<file path="config.mk">
export PLATFORM = sky130hd
export DESIGN_NAME = rvp_port
export DESIGN_NICKNAME = d
export VERILOG_FILES = /design/src/rtl/rvp_pkg.sv /design/src/rtl/rvp_fifo.sv /design/src/rtl/rvp_rr_arb.sv /design/src/rtl/rvp_pacer.sv /design/src/rtl/rvp_port.sv
export SDC_FILE = /design/constraint.sdc
export NUM_CORES = 1
export LEC_CHECK = 0
export BUFFER_PORTS_ARGS = -buffer_cell sky130_fd_sc_hd__buf_2
export CAP_MARGIN = 30
export CORE_MARGIN = 2
export CORE_UTILIZATION = 47
export DETAILED_ROUTE_END_ITERATION = 16
export PLACE_DENSITY_LB_ADDON = 0.05
export SYNTH_ARGS = -nofsm -noshare
export SYNTH_HDL_FRONTEND = slang
export SYNTH_SLANG_ARGS = --single-unit
</file>
<file path="constraint.sdc">
create_clock -name clk -period 22.2 [get_ports clk]
set_input_delay 0 -clock clk [delete_from_list [all_inputs] [get_ports clk]]
set_output_delay 0 -clock clk [all_outputs]
set_load 0.1 [all_outputs]
</file>
<file path="src/rtl/rvp_pkg.sv">
package rvp_pkg;
   localparam int RVP_DW = 64;

   typedef enum logic [1:0] {
      WSEL_16  = 2'd0,
      WSEL_32  = 2'd1,
      WSEL_64  = 2'd2,
      WSEL_64B = 2'd3
   } rvp_wsel_e;

   function automatic logic [RVP_DW-1:0] rvp_keep(input logic [1:0] code);
      case (rvp_wsel_e'(code))
         WSEL_16: rvp_keep = {{(RVP_DW-16){1'b0}}, {16{1'b1}}};
         WSEL_32: rvp_keep = {{(RVP_DW-32){1'b0}}, {32{1'b1}}};
         default: rvp_keep = {RVP_DW{1'b1}};
      endcase
   endfunction
endpackage

</file>
<file path="src/rtl/rvp_fifo.sv">
module rvp_fifo #(
   parameter int W     = 64,
   parameter int DEPTH = 8
) (
   input  logic         clk,
   input  logic         rst_n,
   input  logic         push,
   input  logic [W-1:0] push_data,
   input  logic         pop,
   output logic [W-1:0] head,
   output logic         empty,
   output logic         full
);
   localparam int AW = (DEPTH > 1) ? $clog2(DEPTH) : 1;
   localparam int CW = $clog2(DEPTH + 1);

   if (DEPTH < 2 || (DEPTH & (DEPTH - 1)) != 0) begin : g_bad_depth
      $error("rvp_fifo: DEPTH must be a power of two and at least 2");
   end

   logic [W-1:0]  mem [DEPTH];
   logic [AW-1:0] wr_ptr, rd_ptr;
   logic [CW-1:0] count;
   logic          do_push, do_pop;

   assign empty   = (count == '0);
   assign full    = (count == CW'(DEPTH));
   assign do_push = push && !full;
   assign do_pop  = pop && !empty;
   assign head    = mem[rd_ptr];

   always_ff @(posedge clk) begin
      if (do_push) mem[wr_ptr] <= push_data;
   end

   always_ff @(posedge clk) begin
      if (!rst_n) begin
         wr_ptr <= '0;
         rd_ptr <= '0;
         count  <= '0;
      end else begin
         if (do_push) wr_ptr <= wr_ptr + 1'b1;
         if (do_pop)  rd_ptr <= rd_ptr + 1'b1;
         case ({do_push, do_pop})
            2'b10:   count <= count + 1'b1;
            2'b01:   count <= count - 1'b1;
            default: count <= count;
         endcase
      end
   end

   a_r11_count_bound: assert property (@(posedge clk) disable iff (!rst_n)
      count <= CW'(DEPTH));
   a_r11_full_drop: assert property (@(posedge clk) disable iff (!rst_n)
      (full && push && !pop) |=> full);
   a_r6_one_pop: assert property (@(posedge clk) disable iff (!rst_n)
      (pop && !empty && !push) |=> (count == $past(count) - 1'b1));
endmodule

</file>
<file path="src/rtl/rvp_rr_arb.sv">
module rvp_rr_arb #(
   parameter int N = 4
) (
   input  logic         clk,
   input  logic         rst_n,
   input  logic [N-1:0] req,
   input  logic         adv,
   output logic [N-1:0] gnt,
   output logic         any
);
   localparam int PW = (N > 1) ? $clog2(N) : 1;

   if (N < 2) begin : g_bad_n
      $error("rvp_rr_arb: N must be at least 2");
   end

   logic [PW-1:0] ptr;
   logic [PW-1:0] win;
   int            idx;
   logic          found;

   always_comb begin
      gnt   = '0;
      win   = '0;
      found = 1'b0;
      idx   = 0;
      for (int i = 0; i < N; i++) begin
         idx = int'(ptr) + i;
         if (idx >= N) idx = idx - N;
         if (!found && req[idx]) begin
            gnt[idx] = 1'b1;
            win      = PW'(idx);
            found    = 1'b1;
         end
      end
   end

   assign any = found;

   always_ff @(posedge clk) begin
      if (!rst_n)             ptr <= '0;
      else if (adv && found)  ptr <= (int'(win) == N - 1) ? '0 : win + 1'b1;
   end

   a_r7_gnt_onehot: assert property (@(posedge clk) disable iff (!rst_n)
      $onehot0(gnt));
   a_r7_gnt_requested: assert property (@(posedge clk) disable iff (!rst_n)
      (gnt & ~req) == '0);
endmodule

</file>
<file path="src/rtl/rvp_pacer.sv">
module rvp_pacer #(
   parameter int GAP = 8
) (
   input  logic clk,
   input  logic rst_n,
   input  logic take,
   output logic ready
);
   localparam int CW = $clog2(GAP + 1);

   if (GAP < 1) begin : g_bad_gap
      $error("rvp_pacer: GAP must be at least 1");
   end

   logic [CW-1:0] cnt;

   assign ready = (cnt == '0);

   always_ff @(posedge clk) begin
      if (!rst_n)               cnt <= '0;
      else if (take && ready)   cnt <= CW'(GAP - 1);
      else if (cnt != '0)       cnt <= cnt - 1'b1;
   end

   a_r4_take_when_ready: assert property (@(posedge clk) disable iff (!rst_n)
      (take && ready) |=> (cnt == CW'(GAP - 1)));
endmodule

</file>
<file path="src/rtl/rvp_port.sv">
module rvp_port
   import rvp_pkg::*;
#(
   parameter int NREQ  = 4,
   parameter int DEPTH = 8,
   parameter int GAP   = 8
) (
   input  logic                clk,
   input  logic                rst_n,
   input  logic                rnd_push,
   input  logic [63:0]         rnd_push_data,
   output logic                rnd_full,
   input  logic                seed_push,
   input  logic [63:0]         seed_push_data,
   output logic                seed_full,
   input  logic [NREQ-1:0]     req_valid,
   input  logic [NREQ-1:0]     req_seed,
   input  logic [2*NREQ-1:0]   req_width,
   output logic [NREQ-1:0]     rsp_valid,
   output logic                rsp_ok,
   output logic [63:0]         rsp_data
);
   localparam int GW = $clog2(GAP + 1);

   logic [NREQ-1:0] gnt;
   logic            any_req, slot_free, accept;
   logic            sel_seed, avail;
   logic [1:0]      sel_w;
   logic [63:0]     rnd_head, seed_head, head;
   logic            rnd_empty, seed_empty;
   logic            rnd_pop, seed_pop;

   rvp_rr_arb #(.N(NREQ)) u_arb (
      .clk(clk), .rst_n(rst_n), .req(req_valid), .adv(accept),
      .gnt(gnt), .any(any_req)
   );

   rvp_pacer #(.GAP(GAP)) u_pace (
      .clk(clk), .rst_n(rst_n), .take(any_req), .ready(slot_free)
   );

   assign accept = slot_free && any_req;

   always_comb begin
      sel_seed = 1'b0;
      sel_w    = 2'b00;
      for (int i = 0; i < NREQ; i++) begin
         if (gnt[i]) begin
            sel_seed = req_seed[i];
            sel_w    = req_width[2*i +: 2];
         end
      end
   end

   assign avail    = sel_seed ? !seed_empty : !rnd_empty;
   assign head     = sel_seed ? seed_head : rnd_head;
   assign rnd_pop  = accept && !sel_seed;
   assign seed_pop = accept && sel_seed;

   rvp_fifo #(.W(RVP_DW), .DEPTH(DEPTH)) u_rnd_q (
      .clk(clk), .rst_n(rst_n), .push(rnd_push), .push_data(rnd_push_data),
      .pop(rnd_pop), .head(rnd_head), .empty(rnd_empty), .full(rnd_full)
   );

   rvp_fifo #(.W(RVP_DW), .DEPTH(DEPTH)) u_seed_q (
      .clk(clk), .rst_n(rst_n), .push(seed_push), .push_data(seed_push_data),
      .pop(seed_pop), .head(seed_head), .empty(seed_empty), .full(seed_full)
   );

   always_ff @(posedge clk) begin
      if (!rst_n) begin
         rsp_valid <= '0;
         rsp_ok    <= 1'b0;
         rsp_data  <= '0;
      end else begin
         rsp_valid <= accept ? gnt : '0;
         rsp_ok    <= accept && avail;
         rsp_data  <= (accept && avail) ? (head & rvp_keep(sel_w)) : '0;
      end
   end

   logic [GW-1:0] since_rsp;
   always_ff @(posedge clk) begin
      if (!rst_n)                 since_rsp <= GW'(GAP);
      else if (rsp_valid != '0)   since_rsp <= GW'(1);
      else if (since_rsp < GW'(GAP)) since_rsp <= since_rsp + 1'b1;
   end

   a_r9_rsp_onehot: assert property (@(posedge clk) disable iff (!rst_n)
      $onehot0(rsp_valid));
   a_r9_single_pulse: assert property (@(posedge clk) disable iff (!rst_n)
      (rsp_valid != '0) |=> (rsp_valid == '0));
   a_r4_min_gap: assert property (@(posedge clk) disable iff (!rst_n)
      (rsp_valid != '0) |-> (since_rsp >= GW'(GAP)));
   a_r3_zero_on_fail: assert property (@(posedge clk) disable iff (!rst_n)
      ((rsp_valid != '0) && !rsp_ok) |-> (rsp_data == '0));
   a_r2_ok_with_strobe: assert property (@(posedge clk) disable iff (!rst_n)
      rsp_ok |-> (rsp_valid != '0));
endmodule

</file>
==> impl_metrics.ini <==
[status]
status = finished clean

[timing]
worstMarginPinSlew_ns = 0.967
relSlewSlack = 0.355
finalCritPeriodShare = 0.227
report.final.slew_viol_count = 0
setup_viol = 0
post-route-min-period_ns = 5.03
rsz0062_at_grt = no
clock.fmax_mhz = 199
tns_ns = 0
timing.final.hold_violations = 0
skew_ns = 0.0252
whs_ns = 0.0808

[power]
power_density_nw_per_um2 = 109
clkPwrFrac = 0.333
power_frac_seq = 0.445
p_leak_nw = 16.3
swShare = 0.287
power_switching_mw = 1.59
p_int_mw = 3.97
comb_power_share = 0.221
vdd_drop_max_mv = 0.130
power_mw = 5.56

[clocking]
cts_hold_buffers = 141
root_buffer = clkbuf_16
postCtsResizedCells = 0
cts_max_level = 3
clk_pin_slew_worst_paths_ns = 0.06
post-cts-setup-buffer-count = 0
cts_sinks = 1125
clock_latency_ns = 0.68
cts_buffer_depth = 3
numCtsBuffers = 114
cts_tree = done

[min_path]
worstHoldPathType = in2reg
worstHoldStart = req_valid[0]
hold_depth = 7

[synth]
yosys_register_bits = 1125
netlist_instances = 1999
avgSynthCellArea_sq_um = 21.7
async_flop_share = 0
syn-cell-area_sq_um = 43300
synth-main-ff-cell = edfxtp_1
synth_edf_count = 1024
yosysWarnings = 0
synthDistinctLibCells = 65
synth_seq_area_share = 0.756
synth_nets = 2165

[critical_path]
cp-end-kind = flip-flop
cp-start-kind = flip-flop
r2r_cells = 15
path_max_fanout = 21
reg2reg_setup_slack_ns = 17.17
arrival_ns = 5.64
crit_type = reg2reg
critical_path_required_ns = 22.81

[placement]
post_dp_cell_area_sq_um = 45900
gp_congestion = 0.835
dpl.hpwl_mm = 59.1
port_buffers = 218

[finish]
final_common_cell = edfxtp_1
mostFrequentLayoutCells = edfxtp_1 (1024), mux4_2 (258), buf_2 (218), dlygate4sd3_1 (141), clkbuf_16 (118)
multiInputGateArea_sq_um = 10100
areaGrowthSynthToFinish_pct = 17.7
drive_gt1_frac = 0.329
seqCellArea_sq_um = 32800
finalNetCount = 2573
fill_cells = 6909
fin_area_sq_um = 51000

[grt]
grt_max_degree = 94
grt_pass1_wl_mm = 144
grt_pass1_vias = 21369
antenna_found_initial = 13
grt_use_total = 0.211
grt_remaining_overflow = 0

[detailed_routing]
num_vias = 20740
drtPass1Iterations = 5
drt-total-wl_mm = 98.6
antenna_left = 0
via_per_inst = 5.62
drc = 0
post_drt_wl_per_cell_microns = 26.7
first_iter_violations = 1858

[flow_run]
drv_cap = 0

[floorplanning]
core_sq_um = 91500
num_rows = 111
die_y_microns = 308
die_w_microns = 308
start_util = 0.473
ios = 219
dieArea_sq_um = 94600
logic make-up (layout without fill, tap and decap cells):
| logic type | count (synthesis) | in the layout | synth area share |
|---|---|---|---|
| AOI/OAI and AO/OA | 109 | 109 | 0.0241 |
| buffers and inverters | 127 | 625 | 0.0130 |
| other | 0 | 9 | 0 |
| adders and majority gates | 18 | 18 | 0.00520 |
| xor gates and xnor gates | 14 | 14 | 0.00283 |
| and+or+nand+nor | 193 | 193 | 0.0273 |
| muxes | 413 | 413 | 0.171 |
| DFF | 1125 | 1125 | 0.756 |
power groups by stage:
stage	Combinational, mW	Sequential [mW]	Clock [mW]
6_report	1.23	2.48	1.85
5_1_grt	1.32	2.49	1.98
4_1_cts	1.23	2.48	1.90
3_5_place_dp	1.20	2.52	0
3_3_place_gp	1.18	2.52	0
2_1_floorplan	0.808	2.63	0
state kept, by name, indices dropped and copies added (netlist names), named ones only:
signal           flops
u_rnd_q.mem        512
u_seed_q.mem       512
rsp_data            64
rsp_valid            4
u_pace.cnt           4
u_rnd_q.count        4
u_seed_q.count       4
u_rnd_q.rd_ptr       3
u_rnd_q.wr_ptr       3
u_seed_q.rd_ptr      3
u_seed_q.wr_ptr      3
rsp_ok               1
u_arb.ptr            1
worst paths after layout:
kind | to
setup / recovery | u_seed_q.count[3]
hold / removal | u_arb.ptr[1]
setup reg to reg | u_seed_q.count[3]
hold reg to reg | flip-flop
Yosys cell counts, drive strengths merged, types with 5 or more instances:
| master | number | area share |
|---|---|---|
| buf | 39 | 0.0053 |
| inv | 19 | 0.0016 |
| o31ai | 5 | 0.00087 |
| a2111oi | 16 | 0.0058 |
| nor2b | 24 | 0.0035 |
| nand2 | 34 | 0.0029 |
| nor2 | 38 | 0.0033 |
| xnor2 | 8 | 0.0016 |
| mux4 | 258 | 0.13 |
| o21ai | 14 | 0.0017 |
| and2 | 12 | 0.0017 |
| mux2 | 49 | 0.013 |
| nand3b | 5 | 0.00087 |
| ha | 18 | 0.0052 |
| nand2b | 8 | 0.0012 |
| clkbuf | 69 | 0.0060 |
| a211oi | 33 | 0.0079 |
| edfxtp | 1024 | 0.71 |
| dfxtp | 101 | 0.047 |
| o211a | 6 | 0.0014 |
| mux2i | 106 | 0.024 |
| or3 | 5 | 0.00072 |
| a21boi | 6 | 0.0010 |
| xor2 | 6 | 0.0012 |
| nor3 | 44 | 0.0089 |
| a21oi | 9 | 0.0010 |
cell type report:
cell class | instances | share of cell area
flip-flops and latches | 1125 | 0.643
multi-input cells | 747 | 0.198
clock inverters | 53 | 0.00942
inverters | 19 | 0.00140
repair buffers | 400 | 0.0564
clock buffers | 153 | 0.0619
diodes | 9 | 0.000442
well taps | 1186 | 0.0291
critical path: stages, from the launching register on:
cell	delay, ns
dfxtp_1	0.74
inv_1	0.19
ha_1	0.56
mux4_2	0.64
nand2b_1	0.16
o2bb2a_2	0.23
nand3_1	0.09
o311a_4	0.41
a211oi_4	0.52
ha_1	0.35
nor4bb_1	0.33
a21oi_1	0.07
nor2_1	0.11
a21oi_1	0.06
or3_1	0.32
a21boi_0	0.17
per-layer routing:
| metal | global-route usage | vias up | wire length (microns) |
|---|---|---|---|
| met4 | 0.0507 | 6 | 1500 |
| met1 | 0.311 | 10996 | 45000 |
| met5 | 0 | - | 37 |
| met3 | 0.0569 | 116 | 7190 |
| met2 | 0.315 | 505 | 44900 |
| li1 | - | 9117 | - |
through the flow:
| stage | worst slack (ns) | utilization | cells |
|---|---|---|---|
| CTS | 17.19 | 0.556 | 3681 |
| detailed placement | 17.21 | 0.501 | 3334 |
| global route | 16.82 | 0.557 | 3689 |
| global placement | 17.38 | 0.501 | 3333 |
| finish | 17.17 | 0.557 | 3692 |
| floorplan | 14.40 | - | 1999 |
Note: power is estimated with default switching activity, not from simulation.
